[config.mk]
export PLATFORM = sky130hd
export DESIGN_NAME = fault_response_ctrl
export DESIGN_NICKNAME = d
export VERILOG_FILES = /design/src/rtl/frc_pkg.sv /design/src/rtl/frc_datapath.sv /design/src/rtl/frc_control.sv /design/src/rtl/fault_response_ctrl.sv
export SDC_FILE = /design/constraint.sdc
export NUM_CORES = 1
export LEC_CHECK = 0
export ABC_AREA = 1
export BUFFER_PORTS_ARGS = -buffer_cell sky130_fd_sc_hd__buf_2
export CORE_MARGIN = 2
export CORE_UTILIZATION = 54
export DETAILED_ROUTE_END_ITERATION = 16
export PLACE_DENSITY_LB_ADDON = 0.1
export SLEW_MARGIN = 20
export SYNTH_ARGS = -nofsm -noshare
export SYNTH_HDL_FRONTEND = slang
export SYNTH_SLANG_ARGS = --single-unit
export TNS_END_PERCENT = 1
[constraint.sdc]
create_clock -name clk -period 1.24 [get_ports clk]
set_input_delay 0.186 -clock clk [delete_from_list [all_inputs] [get_ports clk]]
set_output_delay 0.186 -clock clk [all_outputs]
set_load 0.005 [all_outputs]
[src/rtl/frc_pkg.sv]
package frc_pkg;

  typedef enum logic [1:0] {
    ST_RUN   = 2'd0,
    ST_HOLD  = 2'd1,
    ST_LATCH = 2'd2
  } frcState_e;

  localparam logic [1:0] POL_HICCUP = 2'b01;
  localparam logic [1:0] POL_LATCH  = 2'b10;

  typedef struct packed {
    logic timerClr;
    logic timerInc;
  } frcStrobe_t;

endpackage

[src/rtl/frc_datapath.sv]
module frc_datapath
  import frc_pkg::*;
#(
  parameter int RESTART_CYCLES = 62_500_000,
  parameter int SYNC_STAGES    = 2
) (
  input  logic       clk,
  input  logic       rstN,
  input  logic       faultRaw,
  input  logic       statusClr,
  input  logic       pwmEnIn,
  input  logic       chipEnIn,
  input  frcStrobe_t strb,
  output logic       faultSync,
  output logic       timerDone,
  output logic       enRise,
  output logic       statusBit
);

  localparam int CW = $clog2(RESTART_CYCLES + 1);
  localparam logic [CW-1:0] LAST = CW'(RESTART_CYCLES - 1);

  logic [SYNC_STAGES-1:0] syncPipe;
  logic [CW-1:0]          timerCnt;
  logic                   enNow;
  logic                   enPrev;

  always_ff @(posedge clk or negedge rstN) begin
    if (!rstN) syncPipe <= '0;
    else       syncPipe <= {syncPipe[SYNC_STAGES-2:0], faultRaw};
  end
  assign faultSync = syncPipe[SYNC_STAGES-1];

  always_ff @(posedge clk or negedge rstN) begin
    if (!rstN)                       statusBit <= 1'b0;
    else if (faultSync)              statusBit <= 1'b1;
    else if (statusClr)              statusBit <= 1'b0;
  end

  always_ff @(posedge clk or negedge rstN) begin
    if (!rstN)              timerCnt <= '0;
    else if (strb.timerClr) timerCnt <= '0;
    else if (strb.timerInc) timerCnt <= timerCnt + 1'b1;
  end
  assign timerDone = (timerCnt == LAST);

  assign enNow = pwmEnIn & chipEnIn;
  always_ff @(posedge clk or negedge rstN) begin
    if (!rstN) enPrev <= 1'b1;
    else       enPrev <= enNow;
  end
  assign enRise = enNow & ~enPrev;


  fault_sets_status_chk: assert property (@(posedge clk) disable iff (!rstN)
    faultSync |=> statusBit);


  status_hold_chk: assert property (@(posedge clk) disable iff (!rstN)
    (statusBit && !statusClr) |=> statusBit);


  timer_bound_chk: assert property (@(posedge clk) disable iff (!rstN)
    timerCnt <= LAST);

endmodule

[src/rtl/frc_control.sv]
module frc_control
  import frc_pkg::*;
(
  input  logic       clk,
  input  logic       rstN,
  input  logic       faultSync,
  input  logic       timerDone,
  input  logic       enRise,
  input  logic       useRegPolicy,
  input  logic [1:0] regPolicy,
  input  logic [1:0] pinPolicy,
  output frcStrobe_t strb,
  output logic       pwmGate
);

  frcState_e  state;
  frcState_e  nextState;
  logic [1:0] effPolicy;
  logic       isHiccup;
  logic       isLatch;

  assign effPolicy = useRegPolicy ? regPolicy : pinPolicy;
  assign isHiccup  = (effPolicy == POL_HICCUP);
  assign isLatch   = (effPolicy == POL_LATCH);

  always_comb begin
    nextState = state;
    case (state)
      ST_RUN: begin
        if (faultSync) begin
          if (isHiccup)     nextState = ST_HOLD;
          else if (isLatch) nextState = ST_LATCH;
        end
      end
      ST_HOLD:  if (!faultSync && timerDone) nextState = ST_RUN;
      ST_LATCH: if (enRise && !faultSync)    nextState = ST_RUN;
      default:  nextState = ST_RUN;
    endcase
  end

  always_ff @(posedge clk or negedge rstN) begin
    if (!rstN) state <= ST_RUN;
    else       state <= nextState;
  end

  always_comb begin
    strb.timerClr = (state != ST_HOLD) || faultSync;
    strb.timerInc = (state == ST_HOLD) && !faultSync && !timerDone;
  end

  assign pwmGate = (state == ST_RUN);


  flag_keeps_pwm_chk: assert property (@(posedge clk) disable iff (!rstN)
    (state == ST_RUN && faultSync && !isHiccup && !isLatch) |=> pwmGate);


  hiccup_hold_chk: assert property (@(posedge clk) disable iff (!rstN)
    (state == ST_HOLD && faultSync) |=> (state == ST_HOLD));


  latch_hold_chk: assert property (@(posedge clk) disable iff (!rstN)
    (state == ST_LATCH && !(enRise && !faultSync)) |=> !pwmGate);

endmodule

[src/rtl/fault_response_ctrl.sv]
module fault_response_ctrl
  import frc_pkg::*;
#(
  parameter int RESTART_CYCLES = 62_500_000
) (
  input  logic       clk,
  input  logic       rstN,
  input  logic       faultRaw,
  input  logic       useRegPolicy,
  input  logic [1:0] regPolicy,
  input  logic [1:0] pinPolicy,
  input  logic       pwmEnIn,
  input  logic       chipEnIn,
  input  logic       statusClr,
  output logic       statusBit,
  output logic       alertN,
  output logic       pwmGate
);

  frcStrobe_t strb;
  logic       faultSync;
  logic       timerDone;
  logic       enRise;

  frc_datapath #(
    .RESTART_CYCLES(RESTART_CYCLES),
    .SYNC_STAGES   (2)
  ) u_dp (
    .clk      (clk),
    .rstN     (rstN),
    .faultRaw (faultRaw),
    .statusClr(statusClr),
    .pwmEnIn  (pwmEnIn),
    .chipEnIn (chipEnIn),
    .strb     (strb),
    .faultSync(faultSync),
    .timerDone(timerDone),
    .enRise   (enRise),
    .statusBit(statusBit)
  );

  frc_control u_ctl (
    .clk         (clk),
    .rstN        (rstN),
    .faultSync   (faultSync),
    .timerDone   (timerDone),
    .enRise      (enRise),
    .useRegPolicy(useRegPolicy),
    .regPolicy   (regPolicy),
    .pinPolicy   (pinPolicy),
    .strb        (strb),
    .pwmGate     (pwmGate)
  );

  assign alertN = ~statusBit;

endmodule

==> run_summary.xml, run 1 <==
<?xml version="1.0" encoding="UTF-8"?>
<metrics>
  <group name="synth">
    <metric name="postSynthCellCount" unit="">283</metric>
    <metric name="post-synth-top-area-fraction" unit="%">39.6</metric>
    <metric name="synthesis.area_per_instance" unit="µm²">6.92</metric>
    <metric name="ys_warn_count" unit="">0</metric>
    <metric name="ys_seq_elements" unit="">32</metric>
    <metric name="synth.yosys.seq_area_share" unit="%">40.9</metric>
    <metric name="synth_top_cell_by_area" unit="">dfrtp_1</metric>
    <metric name="top_cells_by_area_in_the_synthesized_netlist" unit="">dfrtp_1, nand2_1, nor2_1</metric>
    <metric name="syn-num-nets" unit="">295</metric>
    <metric name="yosysUniqueCellTypes" unit="">27</metric>
    <metric name="synth.cell_area" unit="µm²">1960</metric>
  </group>
  <group name="setup_path">
    <metric name="cpPeakStageDelay" unit="ns">0.45</metric>
    <metric name="path_common_cell" unit="">nor2_4</metric>
    <metric name="r2r_start" unit="">u_dp.timerCnt[1]</metric>
    <metric name="crit_end" unit="">u_dp.timerCnt[0]</metric>
    <metric name="critical_path.max_fanout" unit="">5</metric>
    <metric name="reg2reg_setup_slack" unit="ns">-0.23</metric>
    <metric name="slowest_cell_on_the_critical_path" unit="">dfrtp_1</metric>
    <metric name="critPathKind" unit="">reg2reg</metric>
    <metric name="critPathCaptureType" unit="">flip-flop</metric>
    <metric name="r2r.worst_path.cells" unit="">8</metric>
    <metric name="reg2reg_to" unit="">u_dp.timerCnt[0]</metric>
    <metric name="crit_path_start_kind" unit="">flip-flop</metric>
    <metric name="required" unit="ns">1.49</metric>
    <metric name="crit_path_start" unit="">u_dp.timerCnt[1]</metric>
    <metric name="crit_arrival" unit="ns">1.72</metric>
    <metric name="critical_path.cell_chain" unit="">ha_4 &gt; nand2_4 &gt; nor2_4 &gt; nand3_2 &gt; nor2_4 &gt; nand2_2 &gt; nand2_1 &gt; mux2i_1</metric>
  </group>
  <group name="finish">
    <metric name="fillerInstances" unit="">267</metric>
    <metric name="layout.cells.most_common_list" unit="">nand2_1, buf_4, nor2_1</metric>
    <metric name="area_growth" unit="%">36.8</metric>
    <metric name="post_route_cells_drive_above_1_share" unit="%">34.5</metric>
    <metric name="postLayoutCoreUtil" unit="%">78.5</metric>
    <metric name="most_common_cell_after_layout_fill_and_taps_aside" unit="">nand2_1</metric>
    <metric name="final_cell_area" unit="µm²">2680</metric>
    <metric name="antennaDiodeCount" unit="">0</metric>
    <metric name="nNetsFinal" unit="">368</metric>
  </group>
  <group name="power">
    <metric name="power_leakage" unit="nW">1.26</metric>
    <metric name="power.density" unit="nW/µm²">758</metric>
    <metric name="post_route_total_power" unit="W">0.00203</metric>
    <metric name="vdd_ir_drop_max" unit="mV">0.631</metric>
  </group>
  <group name="clocking">
    <metric name="cts_made_buffers" unit="">5</metric>
    <metric name="cts_tree" unit="">done</metric>
    <metric name="clk_transition_reported_paths" unit="ns">0.11</metric>
    <metric name="clockRootBuffer" unit="">clkbuf_4</metric>
    <metric name="clock_net_sink_count" unit="">32</metric>
    <metric name="clock_insertion_delay_at_the_later_pin_of_the_skew_report" unit="ns">0.35</metric>
    <metric name="clock_path_buffers" unit="">2</metric>
    <metric name="clock_tree.htree_level_count" unit="">2</metric>
  </group>
  <group name="timing">
    <metric name="timing.final.hold_violations" unit="">0</metric>
    <metric name="setup_ws_final" unit="ns">-0.227</metric>
    <metric name="final-max-slew-violation-count" unit="">0</metric>
    <metric name="final.period_utilization" unit="%">118</metric>
    <metric name="setup_viol" unit="">28</metric>
    <metric name="maxSlewHeadroom" unit="%">73.3</metric>
    <metric name="worstMarginPinSlew" unit="ns">0.401</metric>
    <metric name="period_minus_slack" unit="ns">1.47</metric>
    <metric name="setup_total_negative_slack" unit="ns">-3.92</metric>
    <metric name="clock.fmax" unit="MHz">682</metric>
    <metric name="fin_skew" unit="ns">0.0163</metric>
    <metric name="rsz0062_at_grt" unit="">yes</metric>
  </group>
  <group name="placement">
    <metric name="gpl.final_weighted_congestion" unit="">0.920</metric>
    <metric name="preCtsSetupSlack" unit="ns">-0.158</metric>
    <metric name="io_buffers" unit="">13</metric>
    <metric name="place_hpwl" unit="mm">3.82</metric>
    <metric name="cell_area_placed" unit="µm²">2440</metric>
  </group>
  <group name="grt">
    <metric name="grt_overflow" unit="">0</metric>
    <metric name="number_of_antenna_violations_at_the_first_check_in_global_routing" unit="">0</metric>
    <metric name="global_route.usage.met3" unit="%">4.05</metric>
    <metric name="globalRouteMet1Util" unit="%">38.5</metric>
    <metric name="global_route_wire_length_before_repair" unit="mm">8.94</metric>
    <metric name="grt_start_max_net_pins" unit="">33</metric>
    <metric name="grt_use_total" unit="%">28.4</metric>
    <metric name="use_met2" unit="%">45.7</metric>
    <metric name="number_of_global_route_vias_before_repair" unit="">2075</metric>
    <metric name="grt_busiest_layer" unit="">met2</metric>
  </group>
  <group name="floorplanning">
    <metric name="io_pins" unit="">14</metric>
    <metric name="design.core.area" unit="µm²">3420</metric>
    <metric name="floorplan.initialDensity" unit="%">57.4</metric>
    <metric name="die_w" unit="µm">64.2</metric>
    <metric name="floorplan.rows" unit="">21</metric>
    <metric name="height_of_the_die" unit="µm">64.2</metric>
    <metric name="die_area" unit="µm²">4130</metric>
  </group>
  <group name="route">
    <metric name="first_iter_violations" unit="">168</metric>
    <metric name="routed_wire_length_per_instance" unit="µm">12.8</metric>
    <metric name="routed_wirelength" unit="mm">5.16</metric>
    <metric name="antenna_left" unit="">0</metric>
    <metric name="via_count" unit="">2036</metric>
    <metric name="viasPerCell" unit="">5.05</metric>
    <metric name="drt_first_pass_iters" unit="">4</metric>
    <metric name="post-route-drc-count" unit="">0</metric>
  </group>
  <group name="run">
    <metric name="max-cap-violations" unit="">0</metric>
  </group>
  <group name="min_path">
    <metric name="min_path_type" unit="">in2reg</metric>
  </group>
  <group name="run_status">
    <metric name="failed_checks" unit="">setup timing</metric>
    <metric name="run_status" unit="">finished with violations</metric>
  </group>
</metrics>
final cells by class:
type	instances	area [µm²]	share of cell area [%]
well taps	46	57.6	2.15
inverters	42	160	5.98
multi-input cells	207	1090	40.7
flip-flops and latches	32	805	30.0
clock buffers	6	41.3	1.54
clock inverters	2	35.0	1.31
repair buffers	68	490	18.3
how the worst min path moves through the flow:
stage / depth (start not counted) / to / slack, ns / startpoint
floorplan: 0 / u_ctl.state[0] / -0.11 / rstN
global placement: 2 / u_dp.timerCnt[23] / 0.23 / rstN
detailed placement: 2 / u_dp.timerCnt[23] / 0.23 / rstN
CTS: 3 / u_dp.enPrev / 0.02 / chipEnIn
global route: 3 / u_dp.enPrev / 0.04 / chipEnIn
finish: 3 / u_dp.enPrev / 0.03 / chipEnIn
metrics by stage:
stage / hold slack (ns) / instances
floorplan: -0.110 / 283
detailed placement: 0.233 / 387
CTS: 0.0235 / 401
global placement: 0.229 / 387
global route: 0.0377 / 403
finish: 0.0295 / 403
routing by layer:
layer  wire, µm  vias to the layer above
li1           -                     1043
met2       2380                       52
met4         91                        0
met5          0                        -
met1       2450                      933
met3        239                        8
cells by family (layout without fill, tap and decap cells):
logic type | Yosys count | in the layout | share of synthesized area [%]
AOI/OAI and AO/OA | 27 | 27 | 7.34
xor gates and xnor gates | 1 | 1 | 0.447
adders and majority gates | 1 | 1 | 0.638
buffers and inverters | 44 | 118 | 8.68
DFF | 32 | 32 | 40.9
muxes | 1 | 1 | 0.511
and+or+nand+nor | 177 | 177 | 41.4
what timing repair did:
item / in CTS / in global routing
endpoints found under the hold margin: 32 / 0
hold buffers: 2 / 0
resized for setup: 16 / 18
endpoints found under the setup margin: 28 / 28
buffers inserted: 4 / 2
pin swaps: 7 / 10
registers in the layout, summed over array words and instances (netlist names):
register        flops
u_dp.statusBit      1
u_dp.syncPipe       2
u_dp.timerCnt      26
u_ctl.state         2
u_dp.enPrev         1
power breakdown:
| group | total (W) | internal (W) | switching (W) |
|---|---|---|---|
| Clock | 0.000791 | 0.000422 | 0.000369 |
| Combinational | 0.000168 | 0.0000777 | 0.0000906 |
| Sequential | 0.00107 | 0.00106 | 0.0000140 |
worst max-delay path: cells and delay by family (launching register included):
| family | cells | cell delay (ns) |
|---|---|---|
| adder cells (fa/ha/maj) | 1 | 0.18 |
| flip-flops | 1 | 0.45 |
| AND/OR/NAND/NOR | 6 | 0.69 |
| multiplexers | 1 | 0.06 |
Yosys cell counts (all sizes together):
master,count
nand3b,1
o31ai,1
ha,1
buf,2
nor2,56
nand2,77
inv,42
nor3,14
xnor2,1
dfrtp,31
a21oi,10
mux2i,1
nand3,22
dfstp,1
nand4,7
a31oi,2
o21ai,14
Note: power is estimated with default switching activity, not from simulation.
==> inputs of run 2 (changes only) <==
==> constraint.sdc (replaced) <==
create_clock -name clk -period 1.24 [get_ports clk]
set_input_delay 0.124 -clock clk [delete_from_list [all_inputs] [get_ports clk]]
set_output_delay 0.124 -clock clk [all_outputs]
set_load 0.005 [all_outputs]
==> run 2 against run 1 <==
Against the previous run: the run still ends with setup timing left; maximum frequency shrank 0.55%; clock-buffer cell count unchanged; die area unchanged; global-route usage grew 0.56 points; flip-flop and latch count stayed put; clock skew increased by 0.0011 ns; critical path type unchanged; critical endpoint is now u_dp.timerCnt[3].
==> run_summary.xml, run 2 (synthesis results as in run 1) <==
<?xml version="1.0" encoding="UTF-8"?>
<metrics>
  <group name="clocking">
    <metric name="clock_insertion_delay_at_the_later_pin_of_the_skew_report" unit="ns">0.35</metric>
    <metric name="clk_transition_reported_paths" unit="ns">0.11</metric>
    <metric name="clock_path_buffers" unit="">2</metric>
    <metric name="clock_net_sink_count" unit="">32</metric>
    <metric name="cts_made_buffers" unit="">5</metric>
    <metric name="clockRootBuffer" unit="">clkbuf_4</metric>
    <metric name="clock_tree.htree_level_count" unit="">2</metric>
    <metric name="cts_tree" unit="">done</metric>
  </group>
  <group name="timing">
    <metric name="maxSlewHeadroom" unit="%">73.6</metric>
    <metric name="clock.fmax" unit="MHz">678</metric>
    <metric name="final-max-slew-violation-count" unit="">0</metric>
    <metric name="period_minus_slack" unit="ns">1.47</metric>
    <metric name="setup_viol" unit="">28</metric>
    <metric name="setup_ws_final" unit="ns">-0.235</metric>
    <metric name="timing.final.hold_violations" unit="">0</metric>
    <metric name="final.period_utilization" unit="%">119</metric>
    <metric name="rsz0062_at_grt" unit="">yes</metric>
    <metric name="fin_skew" unit="ns">0.0174</metric>
    <metric name="worstMarginPinSlew" unit="ns">0.397</metric>
  </group>
  <group name="run">
    <metric name="max-cap-violations" unit="">0</metric>
  </group>
  <group name="grt">
    <metric name="number_of_antenna_violations_at_the_first_check_in_global_routing" unit="">0</metric>
    <metric name="grt_use_total" unit="%">29.0</metric>
    <metric name="number_of_global_route_vias_before_repair" unit="">2096</metric>
    <metric name="grt_overflow" unit="">0</metric>
    <metric name="grt_start_max_net_pins" unit="">33</metric>
    <metric name="global_route_wire_length_before_repair" unit="mm">9.11</metric>
  </group>
  <group name="setup_path">
    <metric name="reg2reg_to" unit="">u_dp.timerCnt[3]</metric>
    <metric name="critical_path.max_fanout" unit="">5</metric>
    <metric name="critPathKind" unit="">reg2reg</metric>
    <metric name="cpPeakStageDelay" unit="ns">0.46</metric>
    <metric name="r2r.worst_path.cells" unit="">7</metric>
    <metric name="crit_arrival" unit="ns">1.75</metric>
    <metric name="cpLargestDelayFamily" unit="">simple AND/OR/NAND/NOR gates</metric>
    <metric name="slowest_cell_on_the_critical_path" unit="">dfrtp_1</metric>
    <metric name="r2r_start" unit="">u_dp.timerCnt[1]</metric>
    <metric name="critical_path.cell_chain" unit="">ha_4 &gt; nand2_4 &gt; nor2_4 &gt; nand3_2 &gt; nor2_4 &gt; nand2_2 &gt; a31oi_1</metric>
    <metric name="reg2reg_setup_slack" unit="ns">-0.23</metric>
    <metric name="path_common_cell" unit="">nor2_4</metric>
    <metric name="critPathCaptureType" unit="">flip-flop</metric>
    <metric name="crit_path_start_kind" unit="">flip-flop</metric>
    <metric name="cp.buffers_inverters" unit="">0</metric>
    <metric name="required" unit="ns">1.51</metric>
  </group>
  <group name="floorplanning">
    <metric name="floorplan.initialDensity" unit="%">57.4</metric>
    <metric name="floorplan.rows" unit="">21</metric>
    <metric name="die_w" unit="µm">64.2</metric>
    <metric name="height_of_the_die" unit="µm">64.2</metric>
    <metric name="die_area" unit="µm²">4130</metric>
    <metric name="design.core.area" unit="µm²">3420</metric>
    <metric name="io_pins" unit="">14</metric>
  </group>
  <group name="route">
    <metric name="via_count" unit="">2072</metric>
    <metric name="drt_first_pass_iters" unit="">4</metric>
    <metric name="routed_wirelength" unit="mm">5.27</metric>
    <metric name="post-route-drc-count" unit="">0</metric>
    <metric name="routed_wire_length_per_instance" unit="µm">13.0</metric>
    <metric name="antenna_left" unit="">0</metric>
    <metric name="viasPerCell" unit="">5.10</metric>
    <metric name="first_iter_violations" unit="">178</metric>
  </group>
  <group name="finish">
    <metric name="post_route_cells_drive_above_1_share" unit="%">34.2</metric>
    <metric name="reg_top3" unit="">u_dp.timerCnt x26, u_ctl.state x2, u_dp.syncPipe x2</metric>
    <metric name="nNetsFinal" unit="">371</metric>
    <metric name="area_growth" unit="%">38.3</metric>
    <metric name="largest_reg_flops" unit="">26</metric>
    <metric name="layout.cells.most_common_list" unit="">nand2_1, buf_4, nor2_1</metric>
    <metric name="final-instance-count-excl-fill" unit="">406</metric>
    <metric name="antennaDiodeCount" unit="">0</metric>
    <metric name="most_common_cell_after_layout_fill_and_taps_aside" unit="">nand2_1</metric>
    <metric name="regMostFlops" unit="">u_dp.timerCnt</metric>
  </group>
  <group name="min_path">
    <metric name="hold-path-cell-count" unit="">6</metric>
    <metric name="min_path_type" unit="">in2reg</metric>
    <metric name="worst_hold_path.endpoint" unit="">u_ctl.state[0]</metric>
    <metric name="hp-start" unit="">pinPolicy[1]</metric>
  </group>
  <group name="placement">
    <metric name="number_of_placed_instances_taps_included" unit="">387</metric>
    <metric name="io_buffers" unit="">13</metric>
    <metric name="preCtsSetupSlack" unit="ns">-0.158</metric>
    <metric name="place_hpwl" unit="mm">3.82</metric>
    <metric name="gpl.final_weighted_congestion" unit="">0.920</metric>
  </group>
  <group name="run_status">
    <metric name="run_status" unit="">finished with violations</metric>
    <metric name="failed_checks" unit="">setup timing</metric>
  </group>
  <group name="power">
    <metric name="power.combinational.fraction" unit="%">8.6</metric>
    <metric name="power_leakage" unit="nW">1.28</metric>
    <metric name="switching_power_as_a_share_of_total_power" unit="%">23.4</metric>
    <metric name="vdd_ir_drop_max" unit="mV">0.640</metric>
    <metric name="power.share.clock" unit="%">38.8</metric>
    <metric name="power.density" unit="nW/µm²">754</metric>
    <metric name="internal_power" unit="W">0.00157</metric>
    <metric name="power_frac_seq" unit="%">52.6</metric>
    <metric name="p_switching" unit="W">0.000477</metric>
  </group>
</metrics>
==> run 2: changes by cell type in the layout (fill, tap and decap cells not counted) <==
| cell | previous run | this run |
|---|---|---|
| dlygate4sd3_1 | 2 | 5 |
| o21ai_1 | 6 | 7 |
| o21ai_0 | 6 | 5 |
==> run 2: layer usage <==
layer | GRT usage, % | share of wire [%]
met4 | 11.7 | 1.2
met5 | 0 | 0
met3 | 4.40 | 5.0
met1 | 39.2 | 47
met2 | 46.5 | 47
==> run 2: cell type report <==
cell class              instances  area, µm²
clock buffers                   6       41.3
clock inverters                 2       35.0
fillers                       258        706
inverters                      42        160
multi-input cells             207       1090
flip-flops and latches         32        805
well taps                      46       57.6
repair buffers                 71        520
==> run 2: power groups by stage <==
stage | combinational (W) | clock, W | sequential [W]
2_1_floorplan | 0.0000589 | 0 | 0.00109
3_3_place_gp | 0.000137 | 0 | 0.00109
3_5_place_dp | 0.000139 | 0 | 0.00109
4_1_cts | 0.000164 | 0.000809 | 0.00107
5_1_grt | 0.000201 | 0.000837 | 0.00108
6_report | 0.000176 | 0.000792 | 0.00107
==> run 2: what timing repair did <==
item,CTS,global route
endpoints found under the hold margin,34,0
setup buffers,4,2
resized for setup,16,19
pin swaps,7,10
hold buffers,5,0
endpoints found under the setup margin,28,29
==> run 2: worst max path at each step <==
stage                      from                 to  slack, ns  cells after the start
2_1_floorplan  u_dp.timerCnt[0]  u_dp.timerCnt[22]      -0.08                      9
3_3_place_gp   u_dp.timerCnt[0]  u_dp.timerCnt[22]      -0.13                      9
3_5_place_dp   u_dp.timerCnt[1]  u_dp.timerCnt[12]      -0.16                      8
4_1_cts        u_dp.timerCnt[0]  u_dp.timerCnt[22]      -0.16                      9
5_1_grt        u_dp.timerCnt[1]   u_dp.timerCnt[1]      -0.31                      8
6_report       u_dp.timerCnt[1]   u_dp.timerCnt[3]      -0.23                      7
==> run 2: worst min-delay path, stage by stage <==
cell     delay, ns
buf_2         0.09
inv_1         0.03
nand2_1       0.04
nand2_1       0.06
nand3_1       0.07
a21oi_1       0.06
==> run 2: metrics by stage <==
stage	power (W)	cell area (µm²)	TNS, ns	util (%)	hold WS, ns
4_1_cts	0.00204	2640	-2.42	77.3	0.148
2_1_floorplan	0.00115	1970	-0.514	-	-0.172
5_1_grt	0.00211	2710	-6.37	79.3	0.198
6_report	0.00204	2710	-4.07	79.3	0.153
3_5_place_dp	0.00123	2440	-2.43	71.4	0.171
3_3_place_gp	0.00122	2440	-1.76	71.4	0.167
==> inputs of run 3 (changes only) <==
- BUFFER_PORTS_ARGS: -buffer_cell sky130_fd_sc_hd__buf_2 -> unset
- CORE_UTILIZATION: 54 -> 57
- DONT_BUFFER_PORTS: unset -> 1
==> run 3 against run 2 <==
Against the previous run: final area fell by 4.4%; clock skew fell by 0.0094 ns; flip-flop and latch count did not move; the run still ends with setup timing left; largest power group unchanged; worst setup slack got worse by 0.010 ns; critical path depth rose by 2; register-to-register slack barely moved.
==> run_summary.xml, run 3 (synthesis results as in run 1) <==
<?xml version="1.0" encoding="UTF-8"?>
<metrics>
  <group name="floorplanning">
    <metric name="floorplan.rows" unit="">21</metric>
    <metric name="die_w" unit="µm">62.6</metric>
    <metric name="floorplan.initialDensity" unit="%">59.2</metric>
    <metric name="die_area" unit="µm²">3920</metric>
    <metric name="height_of_the_die" unit="µm">62.6</metric>
    <metric name="io_pins" unit="">14</metric>
    <metric name="design.core.area" unit="µm²">3310</metric>
  </group>
  <group name="finish">
    <metric name="fillerInstances" unit="">246</metric>
    <metric name="most_common_cell_after_layout_fill_and_taps_aside" unit="">nand2_1</metric>
    <metric name="regMostFlops" unit="">u_dp.timerCnt</metric>
    <metric name="reg_top3" unit="">u_dp.timerCnt x26, u_ctl.state x2, u_dp.syncPipe x2</metric>
    <metric name="area_growth" unit="%">32.2</metric>
    <metric name="nNetsFinal" unit="">348</metric>
    <metric name="final-instance-count-excl-fill" unit="">383</metric>
    <metric name="antennaDiodeCount" unit="">0</metric>
    <metric name="largest_reg_flops" unit="">26</metric>
    <metric name="layout.cells.most_common_list" unit="">nand2_1, nor2_1, buf_4</metric>
    <metric name="post_route_cells_drive_above_1_share" unit="%">31.2</metric>
  </group>
  <group name="route">
    <metric name="drt_first_pass_iters" unit="">7</metric>
    <metric name="antenna_left" unit="">0</metric>
    <metric name="viasPerCell" unit="">5.22</metric>
    <metric name="routed_wire_length_per_instance" unit="µm">14.0</metric>
    <metric name="via_count" unit="">2001</metric>
    <metric name="routed_wirelength" unit="mm">5.38</metric>
    <metric name="post-route-drc-count" unit="">0</metric>
    <metric name="first_iter_violations" unit="">142</metric>
  </group>
  <group name="placement">
    <metric name="io_buffers" unit="">0</metric>
    <metric name="place_hpwl" unit="mm">3.82</metric>
    <metric name="number_of_placed_instances_taps_included" unit="">366</metric>
    <metric name="gpl.final_weighted_congestion" unit="">0.915</metric>
  </group>
  <group name="setup_path">
    <metric name="critical_path.max_fanout" unit="">3</metric>
    <metric name="crit_path_start_kind" unit="">flip-flop</metric>
    <metric name="critPathCaptureType" unit="">flip-flop</metric>
    <metric name="critPathKind" unit="">reg2reg</metric>
    <metric name="crit_arrival" unit="ns">1.72</metric>
    <metric name="required" unit="ns">1.47</metric>
  </group>
  <group name="power">
    <metric name="power.density" unit="nW/µm²">727</metric>
    <metric name="post_route_total_power" unit="W">0.00188</metric>
    <metric name="vdd_ir_drop_max" unit="mV">0.622</metric>
    <metric name="power_leakage" unit="nW">1.21</metric>
  </group>
  <group name="run">
    <metric name="max-cap-violations" unit="">0</metric>
  </group>
  <group name="clocking">
    <metric name="clk_transition_reported_paths" unit="ns">0.11</metric>
    <metric name="cts_tree" unit="">done</metric>
    <metric name="clock_net_sink_count" unit="">32</metric>
    <metric name="clockRootBuffer" unit="">clkbuf_4</metric>
    <metric name="clock_tree.htree_level_count" unit="">2</metric>
    <metric name="clock_path_buffers" unit="">2</metric>
    <metric name="cts_made_buffers" unit="">5</metric>
    <metric name="clock_insertion_delay_at_the_later_pin_of_the_skew_report" unit="ns">0.34</metric>
  </group>
  <group name="timing">
    <metric name="timing.final.hold_violations" unit="">0</metric>
    <metric name="final-max-slew-violation-count" unit="">0</metric>
    <metric name="setup_total_negative_slack" unit="ns">-3.59</metric>
    <metric name="setup_ws_final" unit="ns">-0.245</metric>
    <metric name="fin_skew" unit="ns">0.00797</metric>
    <metric name="clock.fmax" unit="MHz">673</metric>
    <metric name="final.period_utilization" unit="%">120</metric>
    <metric name="setup_viol" unit="">27</metric>
    <metric name="rsz0062_at_grt" unit="">yes</metric>
    <metric name="maxSlewHeadroom" unit="%">79.7</metric>
    <metric name="worstMarginPinSlew" unit="ns">0.303</metric>
    <metric name="period_minus_slack" unit="ns">1.48</metric>
  </group>
  <group name="grt">
    <metric name="grt_start_max_net_pins" unit="">33</metric>
    <metric name="global_route_wire_length_before_repair" unit="mm">8.54</metric>
    <metric name="number_of_global_route_vias_before_repair" unit="">1937</metric>
    <metric name="grt_overflow" unit="">0</metric>
    <metric name="grt_use_total" unit="%">27.9</metric>
    <metric name="number_of_antenna_violations_at_the_first_check_in_global_routing" unit="">0</metric>
  </group>
  <group name="run_status">
    <metric name="failed_checks" unit="">setup timing</metric>
    <metric name="run_status" unit="">finished with violations</metric>
  </group>
  <group name="min_path">
    <metric name="min_path_type" unit="">in2reg</metric>
  </group>
</metrics>
-- run 3: changes by cell type in the layout (fill, tap and decap cells not counted), sizes merged --
cell / change
clkinv: +1
bufinv: -1
buf: -23
-- run 3: cell type report --
| class | instances | area [µm²] | share of cell area (%) |
|---|---|---|---|
| clock buffers | 6 | 51.3 | 1.98 |
| clock inverters | 2 | 10.0 | 0.386 |
| inverters | 42 | 160 | 6.18 |
| multi-input cells | 207 | 1110 | 43.0 |
| flip-flops and latches | 32 | 805 | 31.0 |
| well taps | 46 | 57.6 | 2.22 |
| repair buffers | 48 | 393 | 15.2 |
-- run 3: what timing repair did --
action | CTS | global route
setup buffers | 1 | 2
resized for setup | 10 | 29
gates cloned | 0 | 0
setup endpoints to repair | 28 | 29
hold buffers | 6 | 0
endpoints found under the hold margin | 35 | 0
pin swaps | 5 | 8
-- run 3: metrics by stage --
stage	instance area, µm²	setup slack [ns]	util, %	hold slack (ns)
floorplan	1970	-0.0828	-	-0.172
global placement	2310	-0.149	69.8	-0.171
detailed placement	2310	-0.213	69.8	-0.171
CTS	2480	-0.182	74.9	0.0604
global route	2590	-0.295	78.3	0.103
finish	2590	-0.245	78.3	0.0866
-- run 3: worst paths after layout --
| check | startpoint | end | slack, ns | cells after the start |
|---|---|---|---|---|
| hold reg to reg | u_dp.syncPipe[0] | u_dp.syncPipe[1] | 0.36 | 0 |
| min in group asynchronous | rstN | u_dp.timerCnt[24] | 0.22 | 2 |
| setup / recovery | u_dp.timerCnt[1] | u_dp.timerCnt[12] | -0.24 | 9 |
| max in group asynchronous | rstN | u_dp.enPrev | 0.77 | 2 |
| setup reg to reg | u_dp.timerCnt[1] | u_dp.timerCnt[12] | -0.24 | 9 |
| hold / removal | useRegPolicy | u_ctl.state[0] | 0.09 | 4 |
-- run 3: power by group --
part	switching [W]	total, W	internal [W]	leakage [nW]
clock network	0.000387	0.000656	0.000270	0.0380
logic	0.0000842	0.000153	0.0000692	0.744
registers	0.0000140	0.00107	0.00106	0.425
total	0.000485	0.00188	0.00140	1.21
-- run 3: layer usage --
| layer | routed length [µm] | share of wire (%) | GRT usage, % |
|---|---|---|---|
| met2 | 2700 | 50 | 47.8 |
| met1 | 2430 | 45 | 37.1 |
| met3 | 201 | 3.7 | 3.42 |
| met4 | 44 | 0.82 | 8.33 |
| met5 | 0 | 0 | 0 |
-- run 3: critical path, stage by stage, from the launching register on --
cell     delay, ns
dfrtp_1       0.44
ha_4          0.17
nand2_4       0.07
inv_4         0.06
nand3_4       0.08
nor2_4        0.17
buf_6         0.12
nand2_2       0.04
o21ai_1       0.14
a21oi_1       0.07
